$ cat src/rtl/dram_seq_pkg.sv
package dram_seq_pkg;
  typedef enum logic [1:0] {
    CMD_PRE = 2'd0,
    CMD_ACT = 2'd1,
    CMD_RD  = 2'd2,
    CMD_WR  = 2'd3
  } cmd_e;

  typedef enum logic [1:0] {
    ST_IDLE,
    ST_PRE,
    ST_ACT,
    ST_COL
  } state_e;
endpackage

$ cat src/rtl/dram_seq_addr.sv
module dram_seq_addr #(
  parameter int ROW_W  = 12,
  parameter int BANK_W = 2,
  parameter int COL_W  = 9,
  localparam int ADDR_W = ROW_W + BANK_W + COL_W
) (
  input  logic [ADDR_W-1:0] addr_i,
  output logic [ROW_W-1:0]  row_o,
  output logic [BANK_W-1:0] bank_o,
  output logic [COL_W-1:0]  col_o
);
  assign col_o  = addr_i[COL_W-1:0];
  assign bank_o = addr_i[COL_W +: BANK_W];
  assign row_o  = addr_i[COL_W+BANK_W +: ROW_W];
endmodule

$ cat src/rtl/dram_seq_rowtbl.sv
module dram_seq_rowtbl #(
  parameter int ROW_W  = 12,
  parameter int BANK_W = 2,
  localparam int NB    = 1 << BANK_W
) (
  input  logic              clk_i,
  input  logic              rst_ni,
  input  logic [BANK_W-1:0] lk_bank_i,
  input  logic [ROW_W-1:0]  lk_row_i,
  output logic              lk_open_o,
  output logic              lk_hit_o,
  input  logic              set_i,
  input  logic              clr_i,
  input  logic [BANK_W-1:0] up_bank_i,
  input  logic [ROW_W-1:0]  up_row_i
);
  logic [NB-1:0]            open_q;
  logic [NB-1:0][ROW_W-1:0] row_q;
  logic [NB-1:0]            hit_vec;

  always_ff @(posedge clk_i or negedge rst_ni) begin
    if (!rst_ni) begin
      open_q <= '0;
      row_q  <= '0;
    end else begin
      for (int b = 0; b < NB; b++) begin
        if (clr_i && up_bank_i == BANK_W'(b)) begin
          open_q[b] <= 1'b0;
        end else if (set_i && up_bank_i == BANK_W'(b)) begin
          open_q[b] <= 1'b1;
          row_q[b]  <= up_row_i;
        end
      end
    end
  end

  for (genvar g = 0; g < NB; g++) begin : g_cmp
    assign hit_vec[g] = open_q[g] && (row_q[g] == lk_row_i);
  end

  assign lk_open_o = open_q[lk_bank_i];
  assign lk_hit_o  = hit_vec[lk_bank_i];
endmodule

$ cat src/rtl/dram_seq_timer.sv
module dram_seq_timer #(
  parameter int TW = 2
) (
  input  logic          clk_i,
  input  logic          rst_ni,
  input  logic          load_i,
  input  logic [TW-1:0] load_val_i,
  output logic          zero_o
);
  logic [TW-1:0] cnt_q;

  always_ff @(posedge clk_i or negedge rst_ni) begin
    if (!rst_ni)             cnt_q <= '0;
    else if (load_i)         cnt_q <= load_val_i;
    else if (cnt_q != '0)    cnt_q <= cnt_q - 1'b1;
  end

  assign zero_o = (cnt_q == '0);
endmodule

$ cat src/rtl/dram_seq_rdpipe.sv
module dram_seq_rdpipe #(
  parameter int DATA_W = 32,
  parameter int T_RL   = 4
) (
  input  logic              clk_i,
  input  logic              rst_ni,
  input  logic              issue_i,
  input  logic [DATA_W-1:0] dram_rdata_i,
  output logic              rd_valid_o,
  output logic [DATA_W-1:0] rd_data_o
);
  logic [T_RL-1:0] sr_q;

  if (T_RL == 1) begin : g_one
    always_ff @(posedge clk_i or negedge rst_ni) begin
      if (!rst_ni) sr_q <= '0;
      else         sr_q <= issue_i;
    end
  end else begin : g_shift
    always_ff @(posedge clk_i or negedge rst_ni) begin
      if (!rst_ni) sr_q <= '0;
      else         sr_q <= {sr_q[T_RL-2:0], issue_i};
    end
  end

  // capture in the cycle the DRAM drives data, present one cycle later
  always_ff @(posedge clk_i or negedge rst_ni) begin
    if (!rst_ni) begin
      rd_valid_o <= 1'b0;
      rd_data_o  <= '0;
    end else begin
      rd_valid_o <= sr_q[T_RL-1];
      if (sr_q[T_RL-1]) rd_data_o <= dram_rdata_i;
    end
  end
endmodule

$ cat src/rtl/dram_seq.sv
module dram_seq
  import dram_seq_pkg::*;
#(
  parameter int ROW_W  = 12,
  parameter int BANK_W = 2,
  parameter int COL_W  = 9,
  parameter int DATA_W = 32,
  parameter int T_RP   = 3,
  parameter int T_RCD  = 2,
  parameter int T_RL   = 4,
  localparam int ADDR_W = ROW_W + BANK_W + COL_W,
  localparam int CA_W   = (ROW_W > COL_W) ? ROW_W : COL_W
) (
  input  logic              clk_i,
  input  logic              rst_ni,
  input  logic              req_valid_i,
  output logic              req_ready_o,
  input  logic              req_write_i,
  input  logic [ADDR_W-1:0] req_addr_i,
  input  logic [DATA_W-1:0] req_wdata_i,
  output logic              cmd_valid_o,
  output logic [1:0]        cmd_o,
  output logic [BANK_W-1:0] cmd_bank_o,
  output logic [CA_W-1:0]   cmd_addr_o,
  output logic [DATA_W-1:0] cmd_wdata_o,
  input  logic [DATA_W-1:0] dram_rdata_i,
  output logic              rd_valid_o,
  output logic [DATA_W-1:0] rd_data_o
);
  localparam int GAP_MAX = (T_RP > T_RCD) ? T_RP : T_RCD;
  localparam int TW      = $clog2(GAP_MAX + 1);

  state_e            state_q, state_d;
  logic              q_write;
  logic [ROW_W-1:0]  q_row;
  logic [BANK_W-1:0] q_bank;
  logic [COL_W-1:0]  q_col;
  logic [DATA_W-1:0] q_wdata;

  logic [ROW_W-1:0]  in_row;
  logic [BANK_W-1:0] in_bank;
  logic [COL_W-1:0]  in_col;
  logic              lk_open, lk_hit;
  logic              gap_done;
  logic              pre_fire, act_fire, col_fire, accept;
  logic              tmr_load;
  logic [TW-1:0]     tmr_val;

  dram_seq_addr #(.ROW_W(ROW_W), .BANK_W(BANK_W), .COL_W(COL_W)) u_addr (
    .addr_i (req_addr_i),
    .row_o  (in_row),
    .bank_o (in_bank),
    .col_o  (in_col)
  );

  dram_seq_rowtbl #(.ROW_W(ROW_W), .BANK_W(BANK_W)) u_tbl (
    .clk_i     (clk_i),
    .rst_ni    (rst_ni),
    .lk_bank_i (in_bank),
    .lk_row_i  (in_row),
    .lk_open_o (lk_open),
    .lk_hit_o  (lk_hit),
    .set_i     (act_fire),
    .clr_i     (pre_fire),
    .up_bank_i (q_bank),
    .up_row_i  (q_row)
  );

  dram_seq_timer #(.TW(TW)) u_tmr (
    .clk_i      (clk_i),
    .rst_ni     (rst_ni),
    .load_i     (tmr_load),
    .load_val_i (tmr_val),
    .zero_o     (gap_done)
  );

  dram_seq_rdpipe #(.DATA_W(DATA_W), .T_RL(T_RL)) u_rdp (
    .clk_i        (clk_i),
    .rst_ni       (rst_ni),
    .issue_i      (col_fire && !q_write),
    .dram_rdata_i (dram_rdata_i),
    .rd_valid_o   (rd_valid_o),
    .rd_data_o    (rd_data_o)
  );

  assign pre_fire    = (state_q == ST_PRE) && gap_done;
  assign act_fire    = (state_q == ST_ACT) && gap_done;
  assign col_fire    = (state_q == ST_COL) && gap_done;
  // the column cycle frees the slot, so a hit stream runs at one per cycle
  assign req_ready_o = (state_q == ST_IDLE) || col_fire;
  assign accept      = req_valid_i && req_ready_o;

  always_comb begin
    tmr_load = 1'b0;
    tmr_val  = '0;
    if (pre_fire) begin
      tmr_load = 1'b1;
      tmr_val  = TW'(T_RP - 1);
    end else if (act_fire) begin
      tmr_load = 1'b1;
      tmr_val  = TW'(T_RCD - 1);
    end
  end

  always_comb begin
    state_d = state_q;
    if (accept) begin
      if (lk_hit)       state_d = ST_COL;
      else if (lk_open) state_d = ST_PRE;
      else              state_d = ST_ACT;
    end else if (col_fire) begin
      state_d = ST_IDLE;
    end else if (pre_fire) begin
      state_d = ST_ACT;
    end else if (act_fire) begin
      state_d = ST_COL;
    end
  end

  always_ff @(posedge clk_i or negedge rst_ni) begin
    if (!rst_ni) begin
      state_q <= ST_IDLE;
      q_write <= 1'b0;
      q_row   <= '0;
      q_bank  <= '0;
      q_col   <= '0;
      q_wdata <= '0;
    end else begin
      state_q <= state_d;
      if (accept) begin
        q_write <= req_write_i;
        q_row   <= in_row;
        q_bank  <= in_bank;
        q_col   <= in_col;
        q_wdata <= req_wdata_i;
      end
    end
  end

  always_comb begin
    cmd_o      = CMD_PRE;
    cmd_addr_o = CA_W'(q_col);
    if (act_fire) begin
      cmd_o      = CMD_ACT;
      cmd_addr_o = CA_W'(q_row);
    end else if (col_fire) begin
      cmd_o = q_write ? CMD_WR : CMD_RD;
    end
  end

  assign cmd_valid_o = pre_fire || act_fire || col_fire;
  assign cmd_bank_o  = q_bank;
  assign cmd_wdata_o = q_wdata;
endmodule

$ cat config.mk
export PLATFORM = sky130hd
export DESIGN_NAME = dram_seq
export DESIGN_NICKNAME = d
export VERILOG_FILES = /design/src/rtl/dram_seq_pkg.sv /design/src/rtl/dram_seq_addr.sv /design/src/rtl/dram_seq_rowtbl.sv /design/src/rtl/dram_seq_timer.sv /design/src/rtl/dram_seq_rdpipe.sv /design/src/rtl/dram_seq.sv
export SDC_FILE = /design/constraint.sdc
export NUM_CORES = 1
export LEC_CHECK = 0
export CAP_MARGIN = 25
export CELL_PAD_IN_SITES_DETAIL_PLACEMENT = 1
export CELL_PAD_IN_SITES_GLOBAL_PLACEMENT = 2
export CORE_AREA = 8 8 102 196
export DETAILED_ROUTE_END_ITERATION = 6
export DIE_AREA = 0 0 110 204
export DONT_BUFFER_PORTS = 1
export PLACE_DENSITY = 0.72
export SLEW_MARGIN = 20
export SYNTH_ARGS = -nofsm -noshare
export SYNTH_HDL_FRONTEND = slang
export SYNTH_SLANG_ARGS = --single-unit
$ cat constraint.sdc
create_clock -name clk_i -period 1.9 [get_ports clk_i]
set_input_delay 0.285 -clock clk_i [delete_from_list [all_inputs] [get_ports clk_i]]
set_output_delay 0.285 -clock clk_i [all_outputs]
set_load 0.005 [all_outputs]
Word level (Yosys, flattened, before mapping)
Cells that the tools add are included.
{"block": "totals", "in_bits": 91, "elab_cells": 97, "regBits": 149, "out_inout_bits": 83}
{"block": "op_classes", "bitwise": 4, "n_lt_le_gt_ge": 1, "reduce_logical": 35, "addsub": 1, "n_eq_ne": 10, "n_mux": 28}
{"operator": "12-bit == test", "count": 4}
{"operator": "2-bit 2-to-1 mux", "count": 11}
{"operator": "1-bit logical AND", "count": 17}
{"operator": "1-bit 2-to-1 mux", "count": 14}
{"operator": "12-bit 2-to-1 mux", "count": 1}
{"operator": "2-bit nonzero test", "count": 6}
{"operator": "2-bit == test (second input constant)", "count": 4}
{"operator": "2-bit AND reduction", "count": 4}
{"operator": "2-bit logical NOT", "count": 3}
{"operator": "1-bit binary-select mux with 2-bit select", "count": 2}
{"operator": "2-bit by 1-bit == test with 1-bit output (second input constant)", "count": 2}
{"operator": "1-bit NOT", "count": 4}
{"operator": "4-bit nonzero test", "count": 1}
{"operator": "1-bit logical OR", "count": 3}
{"operator": "2-bit by 3-bit < comparator with 1-bit output (second input constant)", "count": 1}
{"operator": "2-bit by 1-bit subtractor with 2-bit output (second input constant)", "count": 1}
{"operator": "1-bit logical NOT", "count": 1}

Longest topological paths before layout
{"block": "logic_depth", "depth_word": 6, "ltp_mapped": 10, "ltp_nobuf": 7}

Hierarchy
From an unflattened synthesis, not the netlist that was laid out.
{"block": "hier_totals", "cells_unflattened": 706, "area_unflattened_um2": 8265.4}
{"mod": "dram_seq", "area_per_inst_um2": 3947.5, "cells_each": 406, "n_inst": 1, "seq_area_each_um2": 1451.4}
{"mod": "dram_seq_rowtbl", "area_per_inst_um2": 2562.5, "cells_each": 192, "n_inst": 1, "seq_area_each_um2": 1301.2}
{"mod": "dram_seq_rdpipe", "area_per_inst_um2": 1470.2, "cells_each": 73, "n_inst": 1, "seq_area_each_um2": 925.9}
{"mod": "dram_seq_addr", "area_per_inst_um2": 172.7, "cells_each": 23, "n_inst": 1, "seq_area_each_um2": 0.0}
{"mod": "dram_seq_timer", "area_per_inst_um2": 112.6, "cells_each": 12, "n_inst": 1, "seq_area_each_um2": 50.0}

Worst setup path after synthesis
No wires, ideal clock.
{"block": "synth_path", "path_kind": "flip-flop to flip-flop", "start": "reg u_tmr.cnt_q[0]", "end": "reg u_tbl.row_q[24] in the netlist's numbering", "n_path_buf": 3, "path_slack_ps": -4, "arrival_time_ps": 1779, "stages_incl_launch_ff": 11, "period_less_slack_ps": 1904, "required_time_ps": 1775, "setup_time_ps": 125, "path_cell_list": "dfrtp_1 > inv_1 > ha_1 > buf_4 > inv_1 > nor2_4 > nand2_1 > buf_4 > nor2_4 > buf_6 > mux2_2"}
{"block": "synth_via", "elab_chain_cells": 5, "word_cells_on_any_way": 7, "cone_classes": "bitwise: 1; reduce/logical: 6"}
{"element": "from (decl)", "line_no": "dram_seq_timer.sv:10", "text": "logic [TW-1:0] cnt_q;"}
{"element": "from (signal assigned)", "line_no": "dram_seq_timer.sv:14", "text": "else if (load_i) cnt_q <= load_val_i;"}
{"element": "from (signal assigned)", "line_no": "dram_seq_timer.sv:15", "text": "else if (cnt_q != '0) cnt_q <= cnt_q - 1'b1;"}
{"element": "2-bit logical NOT *", "line_no": "dram_seq_timer.sv:18", "text": "assign zero_o = (cnt_q == '0);"}
{"element": "1-bit logical AND", "line_no": "dram_seq.sv:86", "text": "assign pre_fire = (state_q == ST_PRE) && gap_done;"}
{"element": "1-bit logical AND", "line_no": "dram_seq_rowtbl.sv:27", "text": "if (clr_i && up_bank_i == BANK_W'(b)) begin"}
{"element": "1-bit NOT (no line)"}
{"element": "2-bit AND reduction (no line) *"}
{"element": "to (signal, indexed assignment)", "line_no": "dram_seq_rowtbl.sv:31", "text": "row_q[b] <= up_row_i;"}
{"element": "to (decl)", "line_no": "dram_seq_rowtbl.sv:18", "text": "logic [NB-1:0][ROW_W-1:0] row_q;"}
Mark *: on every way between the ends. The rest lies on a longest branch, timed or not.
A chain may end at the register's enable or synchronous reset.

Final worst setup path
{"block": "layout_path", "start": "reg u_tmr.cnt_q[1]", "end": "out cmd_addr_o[1]"}
{"block": "layout_via", "elab_chain_cells": 3}
{"element": "2-bit logical NOT", "line_no": "dram_seq_timer.sv:18"}
{"element": "1-bit logical AND", "line_no": "dram_seq.sv:87", "text": "assign act_fire = (state_q == ST_ACT) && gap_done;"}
{"element": "12-bit 2-to-1 mux", "line_no": "dram_seq.sv:143", "text": "if (act_fire) begin"}
{"element": "to (decl)", "line_no": "dram_seq.sv:24", "text": "output logic [CA_W-1:0] cmd_addr_o,"}
No other way between the ends.

==> results.rst <==
.. list-table::
   :header-rows: 1

   * - Metric
     - Value
   * - Most common library cell in the layout ignoring fill and taps
     - sky130_fd_sc_hd__dfrtp_1
   * - Core region area
     - 17500 um2
   * - Congestion Overflow GR
     - 0
   * - Count of buffer and inverter cells on the critical path
     - 3
   * - Most used routing layer
     - met2
   * - CP startpoint kind
     - register
   * - Synth unique cells
     - 34
   * - Measured slew at the worst slew-check pin
     - 0.441 ns
   * - RSZ-0062 raised after global routing
     - true
   * - Count of max-cap constraint violations
     - 0
   * - IO Pins
     - 174
   * - Fillcell total
     - 1742
   * - Final design utilization
     - 45.6%
   * - Final weighted congestion of routability-driven global placement
     - 0.760
   * - Violated checks
     - negative hold slack, negative setup slack
   * - DRC Markers
     - 0
   * - Setup violations, final
     - 10
   * - Area growth from synthesis to final layout
     - 23.6%
   * - Signal arrival time at the worst endpoint
     - 1.74 ns
   * - Number of buffers between clock root and the deepest sink
     - 2
   * - Number of nets in the finished design
     - 615
   * - Hold Path Class
     - in2async
   * - Master of the slowest instance on the critical path
     - sky130_fd_sc_hd__dfrtp_1
   * - Most used cells in the layout excluding fill and tap cells
     - 149 x sky130_fd_sc_hd__dfrtp_1, 141 x sky130_fd_sc_hd__mux2_2, 56 x sky130_fd_sc_hd__dlygate4sd3_1
   * - Half-perimeter wire length after placement
     - 10700 um
   * - Count of buffers from port buffering
     - 0
   * - Post-Layout Inst Area
     - 7990 um2
   * - Number of vias per cell
     - 5.12
   * - Antenna diode count
     - 0
   * - Family with the most delay on the worst path
     - flip-flops
   * - Max incr delay on CP
     - 0.40 ns
   * - GR Layer Usage met2
     - 25.5%
   * - Fraction of layout instances using a drive strength above 1
     - 39.4%
   * - Count of endpoints failing hold in the final timing report
     - 149
   * - Fraction of synthesized cell area taken by the top area cell type
     - 57.7%
   * - H-tree depth reported by CTS
     - 4
   * - Sink Count
     - 149
   * - Required time of the critical path
     - 1.62 ns
   * - Max-slew violation total from the final report
     - 0
   * - Run status
     - complete, but fails checks
   * - Global-route total usage across every layer
     - 14.8%
   * - Number of clock buffers inserted by TritonCTS
     - 17
   * - Antenna violations before repair
     - 0
   * - Post-layout worst setup margin
     - -0.125 ns
   * - Flop and latch count out of synthesis
     - 149
   * - Post-CTS clock slew at the launch and capture registers of the worst setup and hold paths
     - 0.06 ns
   * - Die Ht
     - 204 um
   * - Max Fclk
     - 494 MHz
   * - Peak ir drop on the vdd network
     - 0.000656 V
   * - Critical Setup Path Class
     - reg2out
   * - DR iter-0 viols
     - 142
   * - Standard cell area after detailed placement
     - 6700 um2
   * - Largest area contributor in the netlist
     - sky130_fd_sc_hd__dfrtp_1
   * - Fraction of the yosys area taken by sequential cells
     - 57.7%
   * - Detailed Routing Iterations Pass 1
     - 4
   * - Routed via count
     - 3836
   * - Total leakage power
     - 0.00338 uW
   * - Antenna Nets Post-Route
     - 0
   * - Post-synthesis instance total
     - 451
   * - Post-Route Skew
     - 0.00736 ns
   * - Maximum net fanout on the critical path
     - 6
   * - Final-layout setup total negative slack
     - -1.02 ns
   * - Final Cycle Share
     - 107%
   * - Register area
     - 3730 um2
   * - Routed WL
     - 16500 um
   * - Vias in the first global route
     - 4270
   * - Endpoint kind of the worst setup timing path
     - output pin
   * - Effective utilization at floorplan
     - 36.9%
   * - Met1 demand-to-capacity share in global routing
     - 17.2%
   * - TritonCTS clock tree
     - yes
   * - Maximum number of pins on one net before global-route repair
     - 150
   * - CTS root buffer
     - sky130_fd_sc_hd__clkbuf_16
   * - Leading cell types by total area after synthesis
     - sky130_fd_sc_hd__dfrtp_1 58%, sky130_fd_sc_hd__mux2_2 25%, sky130_fd_sc_hd__xnor2_1 5.0%
   * - Critical Path, Cell by Cell
     - inv_2 > ha_4 > inv_4 > nor2_4 > nand2_4 > buf_8 > mux2_4
   * - Synthesized net count
     - 543
   * - Worst slew slack as a fraction of its limit
     - 70.6%
   * - Area of the multi-input gates
     - 2540 um2
   * - Met3 usage in global routing
     - 3.54%
   * - Die area
     - 22400 um2
   * - Num rows
     - 69
   * - Final period demand of the worst path
     - 2.02 ns
   * - Clock network latency to the later pin of the worst-skew pair
     - 0.42 ns
   * - DR WL/cell
     - 22.1 um
   * - Total standard cell area after synthesis
     - 6470 um2
   * - Global-route wire length before repair
     - 25000 um
   * - Areal power density over the cells
     - 1630 nW/um2
   * - Chip Width
     - 110 um
   * - Post-layout power
     - 13000 uW
   * - Mean instance size in the synthesized netlist
     - 14.3 um2
   * - WHS
     - -0.438 ns
   * - YS warnings
     - 0
==> per-layer routing <==
layer  vias to the layer above  part of all wire [%]
met2                        85                    56
met5                         -                     0
li1                       1711                     -
met3                        16                   4.4
met4                         0                   1.2
met1                      2024                    38
==> flip-flops by register name, summed over array words and instances, names as in the netlist, 4 cells and up <==
signal,flops
u_rdp.rd_data_o,32
q_row,12
u_tbl.row_q,48
u_tbl.open_q,4
q_col,9
u_rdp.sr_q,4
cmd_wdata_o,32
==> synth_stat cells <==
master                     instances
sky130_fd_sc_hd__a32oi_1           1
sky130_fd_sc_hd__nor2_4            2
sky130_fd_sc_hd__a211oi_1          1
sky130_fd_sc_hd__mux2_1            3
sky130_fd_sc_hd__nor3_1            1
sky130_fd_sc_hd__buf_6            10
sky130_fd_sc_hd__nand3b_1          1
sky130_fd_sc_hd__a21oi_1           4
sky130_fd_sc_hd__nand4_1           7
sky130_fd_sc_hd__and3_1            3
sky130_fd_sc_hd__buf_1             3
sky130_fd_sc_hd__nand3_1           8
sky130_fd_sc_hd__a31oi_1           3
sky130_fd_sc_hd__o21ai_1           2
sky130_fd_sc_hd__nor3b_1           3
sky130_fd_sc_hd__xnor2_1          37
sky130_fd_sc_hd__buf_4             5
sky130_fd_sc_hd__mux2i_1           1
sky130_fd_sc_hd__nand2b_1          4
sky130_fd_sc_hd__nor4_1            4
sky130_fd_sc_hd__a41o_1            1
sky130_fd_sc_hd__clkbuf_1          4
sky130_fd_sc_hd__buf_2             8
sky130_fd_sc_hd__xor2_1           12
sky130_fd_sc_hd__mux4_2            1
sky130_fd_sc_hd__o21ai_0           7
sky130_fd_sc_hd__or4_1             1
sky130_fd_sc_hd__dfrtp_1         149
sky130_fd_sc_hd__ha_1              1
sky130_fd_sc_hd__mux2_2          142
sky130_fd_sc_hd__nor2_1            9
sky130_fd_sc_hd__nand2_1           6
sky130_fd_sc_hd__nor4b_1           1
sky130_fd_sc_hd__inv_1             6
==> metrics by stage <==
step / instances / setup WS (ns)
floorplan: 451 / 0.0121
global placement: 652 / 0.0687
detailed placement: 652 / 0.0516
global route: 749 / -0.202
finish: 749 / -0.125
CTS: 737 / -0.187
==> layout make-up <==
class	instances	share of cell area, %
clock buffer	18	5.37
clock inverter	14	1.93
timing repair buffer	83	10.6
sequential	149	46.7
tap	213	3.33
inverter	6	0.313
multi-input combinational	266	31.8
==> final timing paths <==
path | from | endpoint | slack (ns) | cells past startpoint
min in group clk_i | req_wdata_i[13] | cmd_wdata_o[13]$_DFFE_PN0P_ | 0.02 | 1
setup reg to reg | u_tmr.cnt_q[1]$_DFFE_PN0P_ | cmd_wdata_o[30]$_DFFE_PN0P_ | 0 | 8
hold reg to reg | u_rdp.sr_q[2]$_DFF_PN0_ | u_rdp.sr_q[3]$_DFF_PN0_ | 0.35 | 0
hold / removal | rst_ni | cmd_wdata_o[15]$_DFFE_PN0P_ | -0.44 | 0
max in group asynchronous | rst_ni | u_rdp.rd_data_o[4]$_DFFE_PN0P_ | 2.02 | 0
setup / recovery | u_tmr.cnt_q[1]$_DFFE_PN0P_ | cmd_addr_o[1] | -0.12 | 7
==> cells by family after synthesis <==
kind of cell | Yosys count | synth area share (%)
DFF | 149 | 57.7
AOI/OAI and AO/OA | 19 | 1.70
buffers and inverters | 36 | 3.70
and+or+nand+nor | 50 | 4.37
muxes | 147 | 25.7
xor gates and xnor gates | 49 | 6.64
adders and majority gates | 1 | 0.193
==> power by group <==
| group | internal (uW) | switching (uW) | total, uW | leakage, uW |
|---|---|---|---|---|
| Combinational | 2310 | 1450 | 3760 | 0.00131 |
| Sequential | 4650 | 1290 | 5940 | 0.00181 |
| Clock | 1950 | 1380 | 3330 | 0.000266 |
==> what timing repair did <==
item                       CTS  global route
pin swaps                    2             1
resized for setup            6             8
hold buffers                50             6
setup endpoints to repair   13            68
cloned                       0             2
buffers inserted             3             5
hold endpoints to repair   199           155
No activity file was read; power rests on OpenSTA's default activity.
